$ cat src/rtl/srs_pkg.sv
package srs_pkg;
  localparam int BURST_W = 8;
  localparam int MAX_BURSTS = 2;
  localparam int DATA_W = BURST_W * MAX_BURSTS;

  typedef enum logic [1:0] {
    ST_ADDR,
    ST_WR,
    ST_RD,
    ST_DONE
  } srs_state_e;
endpackage

$ cat src/rtl/srs_sync.sv
module srs_sync #(
  parameter int WIDTH = 3,
  parameter int STAGES = 2,
  parameter logic [WIDTH-1:0] RST_VAL = '0
) (
  input  logic             clk,
  input  logic             rst_n,
  input  logic [WIDTH-1:0] d_async,
  output logic [WIDTH-1:0] q
);
  for (genvar i = 0; i < WIDTH; i++) begin : g_bit
    logic [STAGES-1:0] chain;
    always_ff @(posedge clk or negedge rst_n) begin
      if (!rst_n) chain <= {STAGES{RST_VAL[i]}};
      else        chain <= {chain[STAGES-2:0], d_async[i]};
    end
    assign q[i] = chain[STAGES-1];
  end
endmodule

$ cat src/rtl/srs_engine.sv
module srs_engine
  import srs_pkg::*;
#(
  parameter int BW = BURST_W,
  parameter int DW = DATA_W
) (
  input  logic          clk,
  input  logic          rst_n,
  input  logic          sclk_s,
  input  logic          csn_s,
  input  logic          cmd_s,
  output logic          reply,
  output logic [BW-1:0] reg_addr,
  output logic [DW-1:0] reg_wdata,
  output logic          reg_we,
  output logic          reg_re,
  input  logic [DW-1:0] reg_rdata
);
  localparam int CNT_W = $clog2(DW);
  localparam int RD_BIT = BW - 1;
  localparam int TWO_BIT = BW - 2;

  srs_state_e   state;
  logic         sclk_d;
  logic         rise;
  logic         cs_act;
  logic [CNT_W-1:0] cnt;
  logic [CNT_W-1:0] last;
  logic         two;
  logic         loaded;
  logic         rd_cap;
  logic [BW-2:0] ash;
  logic [DW-2:0] wsh;
  logic [DW-1:0] tx;

  assign rise   = sclk_s & ~sclk_d;
  assign cs_act = ~csn_s;
  assign last   = two ? CNT_W'(DW - 1) : CNT_W'(BW - 1);
  assign reply  = (state == ST_RD && loaded) ? tx[DW-1] : 1'b1;

  always_ff @(posedge clk or negedge rst_n) begin
    if (!rst_n) begin
      state     <= ST_ADDR;
      sclk_d    <= 1'b0;
      cnt       <= '0;
      two       <= 1'b0;
      loaded    <= 1'b0;
      rd_cap    <= 1'b0;
      ash       <= '0;
      wsh       <= '0;
      tx        <= '0;
      reg_addr  <= '0;
      reg_wdata <= '0;
      reg_we    <= 1'b0;
      reg_re    <= 1'b0;
    end else begin
      sclk_d <= sclk_s;
      reg_we <= 1'b0;
      reg_re <= 1'b0;
      rd_cap <= reg_re;
      if (!cs_act) begin
        state  <= ST_ADDR;
        cnt    <= '0;
        loaded <= 1'b0;
      end else begin
        if (rd_cap && state == ST_RD) begin
          tx     <= two ? reg_rdata : {reg_rdata[BW-1:0], {(DW-BW){1'b0}}};
          loaded <= 1'b1;
        end
        if (rise) begin
          case (state)
            ST_ADDR: begin
              ash <= {ash[BW-3:0], cmd_s};
              if (cnt == CNT_W'(BW - 1)) begin
                reg_addr <= {ash, cmd_s};
                two      <= (TWO_BIT == 0) ? cmd_s : ash[TWO_BIT-1];
                cnt      <= '0;
                if (ash[RD_BIT-1]) begin
                  state  <= ST_RD;
                  reg_re <= 1'b1;
                end else begin
                  state  <= ST_WR;
                end
              end else begin
                cnt <= cnt + 1'b1;
              end
            end
            ST_WR: begin
              wsh <= {wsh[DW-3:0], cmd_s};
              if (cnt == last) begin
                reg_we    <= 1'b1;
                reg_wdata <= two ? {wsh, cmd_s}
                                 : {{(DW-BW){1'b0}}, wsh[BW-2:0], cmd_s};
                state     <= ST_DONE;
              end else begin
                cnt <= cnt + 1'b1;
              end
            end
            ST_RD: begin
              if (loaded) tx <= {tx[DW-2:0], 1'b1};
              if (cnt == last) state <= ST_DONE;
              else             cnt   <= cnt + 1'b1;
            end
            default: ;
          endcase
        end
      end
    end
  end

  p_we_one_cycle_r10: assert property (@(posedge clk) disable iff (!rst_n)
    reg_we |=> !reg_we);
  p_re_one_cycle_r10: assert property (@(posedge clk) disable iff (!rst_n)
    reg_re |=> !reg_re);
  p_we_re_excl_r10: assert property (@(posedge clk) disable iff (!rst_n)
    !(reg_we && reg_re));
  p_we_in_window_r6: assert property (@(posedge clk) disable iff (!rst_n)
    reg_we |-> $past(cs_act));
  p_re_enters_read_r4: assert property (@(posedge clk) disable iff (!rst_n)
    reg_re |-> (state == ST_RD || !cs_act));
  p_done_quiet_r7: assert property (@(posedge clk) disable iff (!rst_n)
    (state == ST_DONE && $past(state == ST_DONE)) |-> (!reg_we && !reg_re));
  p_reply_idle_r8: assert property (@(posedge clk) disable iff (!rst_n)
    (!cs_act && $past(!cs_act)) |-> reply);
endmodule

$ cat src/rtl/ser_reg_slave.sv
module ser_reg_slave
  import srs_pkg::*;
(
  input  logic              clk,
  input  logic              rst_n,
  input  logic              sclk,
  input  logic              csn,
  input  logic              cmd_in,
  output logic              reply_out,
  output logic              irq_n,
  input  logic              irq_src,
  output logic [BURST_W-1:0] reg_addr,
  output logic [DATA_W-1:0]  reg_wdata,
  output logic              reg_we,
  output logic              reg_re,
  input  logic [DATA_W-1:0]  reg_rdata
);
  logic [2:0] sync_q;

  srs_sync #(
    .WIDTH  (3),
    .STAGES (2),
    .RST_VAL(3'b010)
  ) u_sync (
    .clk    (clk),
    .rst_n  (rst_n),
    .d_async({cmd_in, csn, sclk}),
    .q      (sync_q)
  );

  srs_engine #(
    .BW(BURST_W),
    .DW(DATA_W)
  ) u_engine (
    .clk      (clk),
    .rst_n    (rst_n),
    .sclk_s   (sync_q[0]),
    .csn_s    (sync_q[1]),
    .cmd_s    (sync_q[2]),
    .reply    (reply_out),
    .reg_addr (reg_addr),
    .reg_wdata(reg_wdata),
    .reg_we   (reg_we),
    .reg_re   (reg_re),
    .reg_rdata(reg_rdata)
  );

  always_ff @(posedge clk or negedge rst_n) begin
    if (!rst_n) irq_n <= 1'b1;
    else        irq_n <= ~irq_src;
  end

  p_irq_follow_r9: assert property (@(posedge clk) disable iff (!rst_n)
    irq_src |=> !irq_n);
  p_irq_release_r9: assert property (@(posedge clk) disable iff (!rst_n)
    !irq_src |=> irq_n);
endmodule

$ cat config.mk
export PLATFORM = sky130hd
export DESIGN_NAME = ser_reg_slave
export DESIGN_NICKNAME = d
export VERILOG_FILES = /design/src/rtl/srs_pkg.sv /design/src/rtl/srs_sync.sv /design/src/rtl/srs_engine.sv /design/src/rtl/ser_reg_slave.sv
export SDC_FILE = /design/constraint.sdc
export NUM_CORES = 1
export LEC_CHECK = 0
export BUFFER_PORTS_ARGS = -buffer_cell sky130_fd_sc_hd__buf_4
export CAP_MARGIN = 30
export CORE_MARGIN = 5
export CORE_UTILIZATION = 29
export DETAILED_ROUTE_END_ITERATION = 16
export SYNTH_ARGS = -nofsm -noshare
export SYNTH_HDL_FRONTEND = slang
export SYNTH_SLANG_ARGS = --single-unit
$ cat constraint.sdc
create_clock -name clk -period 2 [get_ports clk]
set_clock_uncertainty 0.15 [all_clocks]
set_input_delay 0 -clock clk [delete_from_list [all_inputs] [get_ports clk]]
set_output_delay 0 -clock clk [all_outputs]
set_load 0.01 [all_outputs]
==> impl_metrics.toml, run 1 <==
[clock_network]
cts_setup_buffers = 0
ctsLongestPathBuffers = 2
clock-sinks = 80
path_clk_slew_ns = 0.07
tritoncts.num_buffers = 9
clock_insertion_delay_worst_skew_ns = 0.34
tritoncts = "yes"
cts.htree.levels = 3
clockRootBuffer = "clkbuf_16"

[synth]
ys_types = 48
syn_area_per_cell_um2 = 12.9
synth.yosys.seq_area_share_pct = 58.9
synthesis.nets = 291
synth.top_cell.area_share_pct = 56.6
ys_async_sr_fraction_pct = 100
netlist_area_pre_place_um2 = 3410
synth_enable_flop_cells = 0
ys_seq_elements = 80
synth_flop_cell = "dfrtp_1"
synth_warnings = 0
yosys.area.top_type = "dfrtp_1"
syn-instance-count = 265
netlist_top_cells_area = "dfrtp_1, mux2_2, a21oi_1"

[flow_run]
max_cap_viol_count = 0

[global_route]
grt_start_max_net_pins = 43
antenna_found_initial = 0
grt_overflow = 0
first_global_vias = 2499
grt_use_total_pct = 10.5
global_route_wire_length_before_repair_mm = 12.0

[sta]
final-max-slew-violation-count = 0
transition_time_of_the_tightest_slew_check_pin_ns = 0.508
fmaxAchievable_mhz = 525
min_period_ns = 1.91
period_share_pct = 95.3
final-hold-violation-count = 0
setup_tns_ns = 0
rsz_0062_raised_after_global_routing = "false"
relSlewSlack_pct = 66.1
finalSetupViolCount = 0

[placed_design]
placed_cells = 454
rd_place_congestion = 0.808
buffer_ports.inserted = 49
post-dp-hpwl_mm = 4.64

[die]
dieHeight_um = 118
dieArea_um2 = 14000
io_pins = 50
coreArea_um2 = 11500
initial_core_util_pct = 29.7
floorplan.rows = 39
die_x_um = 118

[finish]
n_antenna_cell = 0
layout.nets = 374
areaGrowthSynthToFinish_pct = 32.5
ratio_of_cells_with_drive_above_1_in_the_final_layout_pct = 35.7
finalCoreUtilization_pct = 39.3
stdcell_count = 496

[detailed_routing]
num_vias = 2374
routed_via_density = 4.79
ant_nets = 0
detailedRoute.firstIterationViolations = 104
wire_per_inst_um = 14.2
routed_wirelength_mm = 7.04
drt_first_pass_iters = 4
drc_errors = 0

[pwr]
irDropWorstVdd_mv = 0.473
leakagePower_nw = 2.15
design_power_total_mw = 3.98
power.density_cell_area_nw_per_um2 = 882

[worst_setup_path]
setup.worst_path.end_class = "flip-flop"
cp_max_fo = 20
path_delay_family = "buffers and inverters"
worst_setup_path_start_kind = "flip-flop"
worstPathRequired_ns = 2.07
critPathMaxStageDelay_ns = 0.58
critical_path.cell_chain = "buf_4 -> mux2i_1 -> dlygate4sd3_1 -> o2bb2ai_1 -> a21oi_1"
number_of_buffers_and_inverters_on_the_critical_path = 2
worst-setup-path-type = "reg2reg"
slowest_stage = "dlygate4sd3_1"
crit_arrival_ns = 1.97

[worst_hold_path]
worst_hold_class = "in2async"

[run_status]
run_status = "complete, no violations"
## cells in the mapped netlist (all sizes together) (2+ instances only)
cell type	count
nor2b	2
nand3	3
o2bb2ai	9
ha	4
nand2b	2
dfstp	3
o22a	6
o21ai	5
buf	8
mux2i	9
inv	7
nor2	24
nand2	8
mux2	38
a21oi	23
nor4	2
a22o	7
nor3	3
clkbuf	4
a21o	2
and2	2
a31oi	2
dfrtp	77
o31ai	2
## stage by stage
| stage | cell area (um^2) | setup slack, ns | hold slack [ns] |
|---|---|---|---|
| 5_1_grt | 4510 | 0.00329 | 0.0595 |
| 4_1_cts | 4510 | 0.0830 | 0.0252 |
| 3_5_place_dp | 3960 | 0.0816 | -0.148 |
| 3_3_place_gp | 3960 | 0.183 | -0.147 |
| 2_1_floorplan | 3410 | 0.216 | -0.446 |
| 6_report | 4510 | 0.0946 | 0.0177 |
## kinds of logic after synthesis
family                     synth area share (%)
AOI/OAI and AO/OA                          12.6
xor gates and xnor gates                  0.257
adders and majority gates                  1.47
buffers and inverters                      2.98
DFF                                        58.9
muxes                                      15.3
and+or+nand+nor                            8.45
## cells in the final DEF (no fill, tap or decap), types with 2 or more instances in the layout
master         netlist  routed
a21o_1               2       2
a21oi_1             23      23
a22o_1               7       7
a31oi_1              2       2
and2_1               2       2
buf_4                3      57
clkbuf_16            0       9
dfrtp_1             77      77
dfstp_2              3       3
dlygate4sd3_1        0      26
ha_1                 4       4
inv_1                6       6
inv_6                0       4
inv_8                0       2
mux2_2              37      37
mux2i_1              9       9
nand2_1              5       5
nand2_2              2       2
nand3_1              3       3
nor2_1              23      23
nor2b_1              2       2
nor3_1               2       2
o21ai_0              3       3
o22a_1               6       6
o2bb2ai_1            9       9
o31ai_1              2       2
## power by group
group          internal (mW)  total [mW]  switching (mW)
Clock                  0.875        1.57           0.699
Sequential              1.76        1.87           0.110
Combinational          0.268       0.537           0.268
## layer usage
layer | GRT usage (%) | up-vias | part of all wire, %
met2 | 17.3 | 46 | 51
met3 | 2.67 | 14 | 3.3
met5 | 0 | - | 0
met1 | 12.7 | 1188 | 43
met4 | 5.03 | 0 | 2.6
li1 | - | 1126 | -
## path summary, 6_finish.rpt
| kind | slack (ns) | cells after the start | from | end |
|---|---|---|---|---|
| max reg2reg | 0.09 | 5 | u_engine.reg_addr[6] | u_engine.tx[15] |
| min reg2reg | 0.20 | 0 | u_sync.g_bit[0].chain[0] | u_sync.g_bit[0].chain[1] |
| min in group clk | 0.11 | 4 | reg_rdata[5] | u_engine.tx[5] |
| max in group asynchronous | 1.02 | 3 | rst_n | u_sync.g_bit[1].chain[1] |
| min | 0.02 | 2 | rst_n | u_engine.wsh[4] |
| max | 0.09 | 5 | u_engine.reg_addr[6] | u_engine.tx[15] |
## registers in the layout, indices dropped and copies added, names as in the netlist, 2 cells and up
name	count
u_engine.reg_addr	8
u_engine.cnt	4
u_engine.reg_wdata	16
u_engine.ash	7
u_engine.tx	16
u_engine.wsh	15
u_engine.state	2
u_sync.g_bit.chain	6
## timing repair
action,4_1_cts,5_1_grt
hold buffers,26,0
endpoints found under the setup margin,0,1
resized for setup,0,1
endpoints found under the hold margin,97,0
## final cells by class
type	instances	area [um^2]
clock buffers	9	225
well taps	143	179
flip-flops and latches	80	2010
clock inverters	7	65.1
multi-input cells	166	1300
fillers	1070	6960
inverters	7	26.3
repair buffers	84	708
No activity file was read; power rests on OpenSTA's default activity.
==> run 2: changes to the inputs <==
CORE_UTILIZATION = 46   (was 29)
PLACE_DENSITY = 0.67   (was unset)
==> impl_metrics.toml, run 2 (synthesis results as in run 1) <==
[run_status]
run_status = "complete, no violations"

[worst_setup_path]
worstReg2RegStart = "u_engine.reg_addr[6]"
reg2reg_slack_ns = 0.11
critical_path_start = "u_engine.reg_addr[6]"
worst-setup-path-type = "reg2reg"
worst_setup_path_start_kind = "flip-flop"
crit_cells = 5
slowest_stage = "dlygate4sd3_1"
worst_r2r_endpoint = "u_engine.tx[13]"
critPathMaxStageDelay_ns = 0.59
setup.worst_path.end_class = "flip-flop"
timing.reg2reg.worst_path_depth = 5
timing.critical_path.to = "u_engine.tx[13]"
path_delay_family = "buffers and inverters"
critical_path.cell_chain = "buf_12 -> mux2i_1 -> dlygate4sd3_1 -> o2bb2ai_1 -> a21oi_1"
crit_arrival_ns = 1.99
worstPathRequired_ns = 2.09
cp_max_fo = 20
number_of_buffers_and_inverters_on_the_critical_path = 2

[placed_design]
post-dp-hpwl_mm = 4.55
placed_cells = 412
rd_place_congestion = 0.808
buffer_ports.inserted = 49

[global_route]
global_route_wire_length_before_repair_mm = 11.7
grt_overflow = 0
grt_use_total_pct = 16.7
grt_start_max_net_pins = 43
first_global_vias = 2415
antenna_found_initial = 0

[pwr]
combPwrFrac_pct = 14.5
irDropWorstVdd_mv = 0.585
pwr-share-seq_pct = 48.9
design_power_total_mw = 3.82
part_of_the_total_power_dissipated_in_the_clock_network_pct = 36.5
power.density_cell_area_nw_per_um2 = 861
switching_power_uw = 963
power.internal_mw = 2.86
power_switching_share_pct = 25.2
leakagePower_nw = 2.14

[detailed_routing]
routed_via_density = 5.21
num_vias = 2370
met2RoutedLength_mm = 3.42
highest-signal-layer = "met4"
detailedRoute.firstIterationViolations = 126
wire_per_inst_um = 15.4
drt_first_pass_iters = 4
drc_errors = 0
ant_nets = 0
drt-met1-wl_mm = 3.21
met3_routed_wl_um = 261
routed_wirelength_mm = 7.00

[sta]
finalSetupViolCount = 0
period_share_pct = 94.6
final-max-slew-violation-count = 0
setup_tns_ns = 0
final.hold.worst_slack_ns = 0.00257
rsz_0062_raised_after_global_routing = "false"
relSlewSlack_pct = 67.8
min_period_ns = 1.89
fmaxAchievable_mhz = 528
final-hold-violation-count = 0
transition_time_of_the_tightest_slew_check_pin_ns = 0.483

[clock_network]
clock-sinks = 80
clock_insertion_delay_worst_skew_ns = 0.35
clockRootBuffer = "clkbuf_8"
cts.htree.levels = 3
tritoncts = "yes"
ctsLongestPathBuffers = 2
tritoncts.num_buffers = 9
path_clk_slew_ns = 0.09

[die]
floorplan.rows = 31
io_pins = 50
die_x_um = 96.0
dieHeight_um = 96.0
coreArea_um2 = 7210
dieArea_um2 = 9220
initial_core_util_pct = 47.2

[worst_hold_path]
worst_hold_class = "in2async"

[finish]
leading_cell_type_in_the_layout_fill_and_taps_excluded = "dfrtp_1"
stdcell_count = 455
layout_top_registers = "u_engine.reg_wdata (16), u_engine.tx (16), u_engine.wsh (15)"
final_cell_mix = "dfrtp_1, buf_4, mux2_2"
ff_latch_area_um2 = 2010
areaGrowthSynthToFinish_pct = 30.5
ratio_of_cells_with_drive_above_1_in_the_final_layout_pct = 36.3
fillCellCount = 601
layout.nets = 376
multi_input_comb_area_um2 = 1310
finalCoreUtilization_pct = 61.6

[flow_run]
max_cap_viol_count = 0
-- run 2: metrics by stage --
| stage | setup slack [ns] | cell area, um^2 |
|---|---|---|
| floorplan | 0.216 | 3410 |
| global placement | 0.186 | 3920 |
| detailed placement | 0.0339 | 3920 |
| CTS | 0.0471 | 4410 |
| global route | 0.0265 | 4440 |
| finish | 0.107 | 4440 |
-- run 2: how the worst min path moves through the flow --
stage	startpoint	end	slack (ns)	depth (start not counted)
2_1_floorplan	rst_n	u_engine.ash[0]	-0.45	0
3_3_place_gp	rst_n	u_engine.reg_wdata[2]	-0.15	1
3_5_place_dp	rst_n	u_sync.g_bit[2].chain[0]	-0.15	1
4_1_cts	rst_n	u_engine.ash[6]	0.006	2
5_1_grt	rst_n	u_engine.reg_wdata[3]	0.06	2
6_report	rst_n	u_engine.reg_wdata[2]	0.003	2
-- run 2: what timing repair did --
action | 4_1_cts | 5_1_grt
buffers inserted | 0 | 1
endpoints found under the hold margin | 100 | 0
hold buffers | 25 | 0
endpoints found under the setup margin | 0 | 5
resized for setup | 0 | 6
-- run 2: cell type report --
type / count / share of cell area, %
Clock inverter: 5 / 2.39
Antenna cell: 1 / 0.0563
Clock buffer: 11 / 2.96
Sequential cell: 80 / 45.1
Timing Repair Buffer: 86 / 16.5
Inverter: 7 / 0.591
Tap cell: 99 / 2.79
Multi-Input combinational cell: 166 / 29.6
-- run 2: power groups by stage --
stage	Clock [mW]	Combinational (mW)	Sequential (mW)
final	1.40	0.556	1.87
after global routing	1.50	0.626	1.90
after CTS	1.43	0.543	1.87
after detailed placement	0	0.505	1.90
after global placement	0	0.488	1.89
after floorplan	0	0.352	1.87
-- run 2: layer usage --
layer	vias up	track usage, %
met4	0	7.35
li1	1136	-
met2	42	25.4
met3	10	4.69
met1	1182	22.4
met5	-	0
==> run 3: changes to the inputs <==
ABC_AREA = 1   (was unset)
PLACE_DENSITY = 0.66   (was 0.67)
==> impl_metrics.toml, run 3 <==
[run_status]
run_status = "complete, but fails checks"
failing_checks = "hold timing"

[sta]
min_period_ns = 1.81
finalSetupViolCount = 0
rsz_0062_raised_after_global_routing = "false"
final.hold.worst_slack_ns = -0.00290
transition_time_of_the_tightest_slew_check_pin_ns = 0.511
setup_tns_ns = 0
final-max-slew-violation-count = 0
period_share_pct = 90.3
relSlewSlack_pct = 65.9
final-hold-violation-count = 2
fmaxAchievable_mhz = 554

[pwr]
leakagePower_nw = 2.46
power.density_cell_area_nw_per_um2 = 812
irDropWorstVdd_mv = 0.524

[clock_network]
cts.htree.levels = 3
path_clk_slew_ns = 0.08
clockRootBuffer = "clkbuf_8"
tritoncts.num_buffers = 9
ctsLongestPathBuffers = 2
post_cts.resized_instances = 0
clock_insertion_delay_worst_skew_ns = 0.35
cts_setup_buffers = 0
tritoncts = "yes"
clock-sinks = 80

[detailed_routing]
drt_first_pass_iters = 4
routed_wirelength_mm = 7.98
drc_errors = 0
num_vias = 3022
routed_via_density = 4.87
ant_nets = 0
wire_per_inst_um = 12.9
detailedRoute.firstIterationViolations = 105

[die]
die_x_um = 99.9
initial_core_util_pct = 47.6
floorplan.rows = 32
coreArea_um2 = 7810
dieArea_um2 = 9980
io_pins = 50
dieHeight_um = 99.9

[placed_design]
placed_cells = 584
post-dp-hpwl_mm = 5.32
rd_place_congestion = 0.788
buffer_ports.inserted = 49

[worst_setup_path]
cp_max_fo = 19
worst_setup_path_start_kind = "flip-flop"
setup.worst_path.end_class = "flip-flop"
timing.reg2reg.worst_path_depth = 7
critical_path_start = "u_engine.cnt[0]"
worst-setup-path-type = "reg2reg"
critical_path.cell_chain = "ha_1 -> nand2_2 -> clkinv_1 -> nand3_4 -> nand2_1 -> nand3_1 -> nand2_1"
crit_path_top_cell_by_count = "nand2_1"
reg2reg_slack_ns = 0.19
worst_r2r_endpoint = "u_engine.state[0]"
slowest_stage = "dfrtp_1"
crit_arrival_ns = 1.90
worstPathRequired_ns = 2.10
critPathMaxStageDelay_ns = 0.44
worstReg2RegStart = "u_engine.cnt[0]"

[finish]
layout_top_registers = "u_engine.reg_wdata (16), u_engine.tx (16), u_engine.wsh (15)"
multi_input_comb_area_um2 = 1410
final_cell_mix = "nand2_1, dfrtp_1, buf_4"
ratio_of_cells_with_drive_above_1_in_the_final_layout_pct = 17.2
leading_cell_type_in_the_layout_fill_and_taps_excluded = "nand2_1"
areaGrowthSynthToFinish_pct = 22.1
layout.nets = 540
stdcell_count = 620
ff_latch_area_um2 = 2010
fillCellCount = 730
finalCoreUtilization_pct = 58.1
n_antenna_cell = 0

[synth]
synth_flop_cell = "dfrtp_1"
ys_async_sr_fraction_pct = 100
netlist_top_cells_area = "dfrtp_1, nand2_1, o21ai_0"
synth_enable_flop_cells = 0
netlist_area_pre_place_um2 = 3720
yosys.area.top_type = "dfrtp_1"
synth.top_cell.area_share_pct = 51.9
ys_types = 27
synthMostInstantiatedCell = "nand2_1"
syn_area_per_cell_um2 = 8.37
synthesis.nets = 470
synth_warnings = 0
netlist_top_cells_count = "nand2_1, dfrtp_1, o21ai_0, inv_1, nor2_1"
syn-instance-count = 444
ys_seq_elements = 80
synth.yosys.seq_area_share_pct = 54.0

[global_route]
antenna_found_initial = 0
global_route_wire_length_before_repair_mm = 13.9
first_global_vias = 2932
grt_start_max_net_pins = 43
grt_use_total_pct = 17.3
grt_overflow = 0

[worst_hold_path]
worst_hold_class = "in2async"

[flow_run]
max_cap_viol_count = 0
[run 3: cell types whose count changed after synthesis, moves of 7 or more]
cell	delta
a21oi_1	-12
a22o_1	-7
inv_1	+33
mux2_2	-37
mux2i_1	-9
nand2_1	+159
nand3_1	+18
o21ai_0	+45
o21ai_1	+11
o2bb2ai_1	-9
[run 3: worst max-delay path by stage]
stage / endpoint / cells past startpoint
5_1_grt: u_engine.state[0] / 8
4_1_cts: u_engine.state[0] / 7
6_report: u_engine.state[0] / 7
3_3_place_gp: u_engine.state[1] / 7
2_1_floorplan: u_engine.tx[12] / 10
3_5_place_dp: u_engine.state[0] / 7
[run 3: worst max-delay path, delay by kind of cell, from the launching register on]
kind / cells / cell delay (ns)
buffers and inverters: 1 / 0.16
DFF: 1 / 0.44
and+or+nand+nor: 5 / 0.69
adders and majority gates: 1 / 0.26
[run 3: cells by family (layout without fill, tap and decap cells)]
| family | Yosys count | count (layout) | synth area share (%) |
|---|---|---|---|
| and+or+nand+nor | 225 | 225 | 26.5 |
| AOI/OAI and AO/OA | 74 | 74 | 10.2 |
| adders and majority gates | 4 | 4 | 1.35 |
| DFF | 80 | 80 | 54.0 |
| buffers and inverters | 61 | 135 | 8.05 |
[run 3: through the flow]
step	setup slack, ns	instance area, um^2	total power, mW
2_1_floorplan	0.457	3720	2.34
3_3_place_gp	0.249	4140	2.51
3_5_place_dp	0.205	4140	2.53
4_1_cts	0.196	4540	3.72
5_1_grt	0.0326	4540	3.92
6_report	0.195	4540	3.69
[run 3: area by class of cell]
class | instances | area share, %
clock inverters | 5 | 1.24
repair buffers | 77 | 14.2
multi-input cells | 303 | 31.1
clock buffers | 10 | 2.81
well taps | 102 | 2.81
inverters | 43 | 3.67
flip-flops and latches | 80 | 44.2
[run 3: what timing repair did]
action | in CTS | in global routing
setup endpoints to repair | 0 | 0
hold buffers | 21 | 0
endpoints found under the hold margin | 100 | 0
[run 3: report_power, final]
group | internal, mW | switching, mW
registers | 1.79 | 0.138
logic | 0.240 | 0.362
clock network | 0.571 | 0.584
[run 3: routing by layer]
metal	vias to the layer above	track usage (%)	part of all wire (%)
met5	-	0	0
met4	0	7.77	2.2
met3	14	3.27	4.0
li1	1536	-	-
met2	60	26.6	47
met1	1412	23.9	47
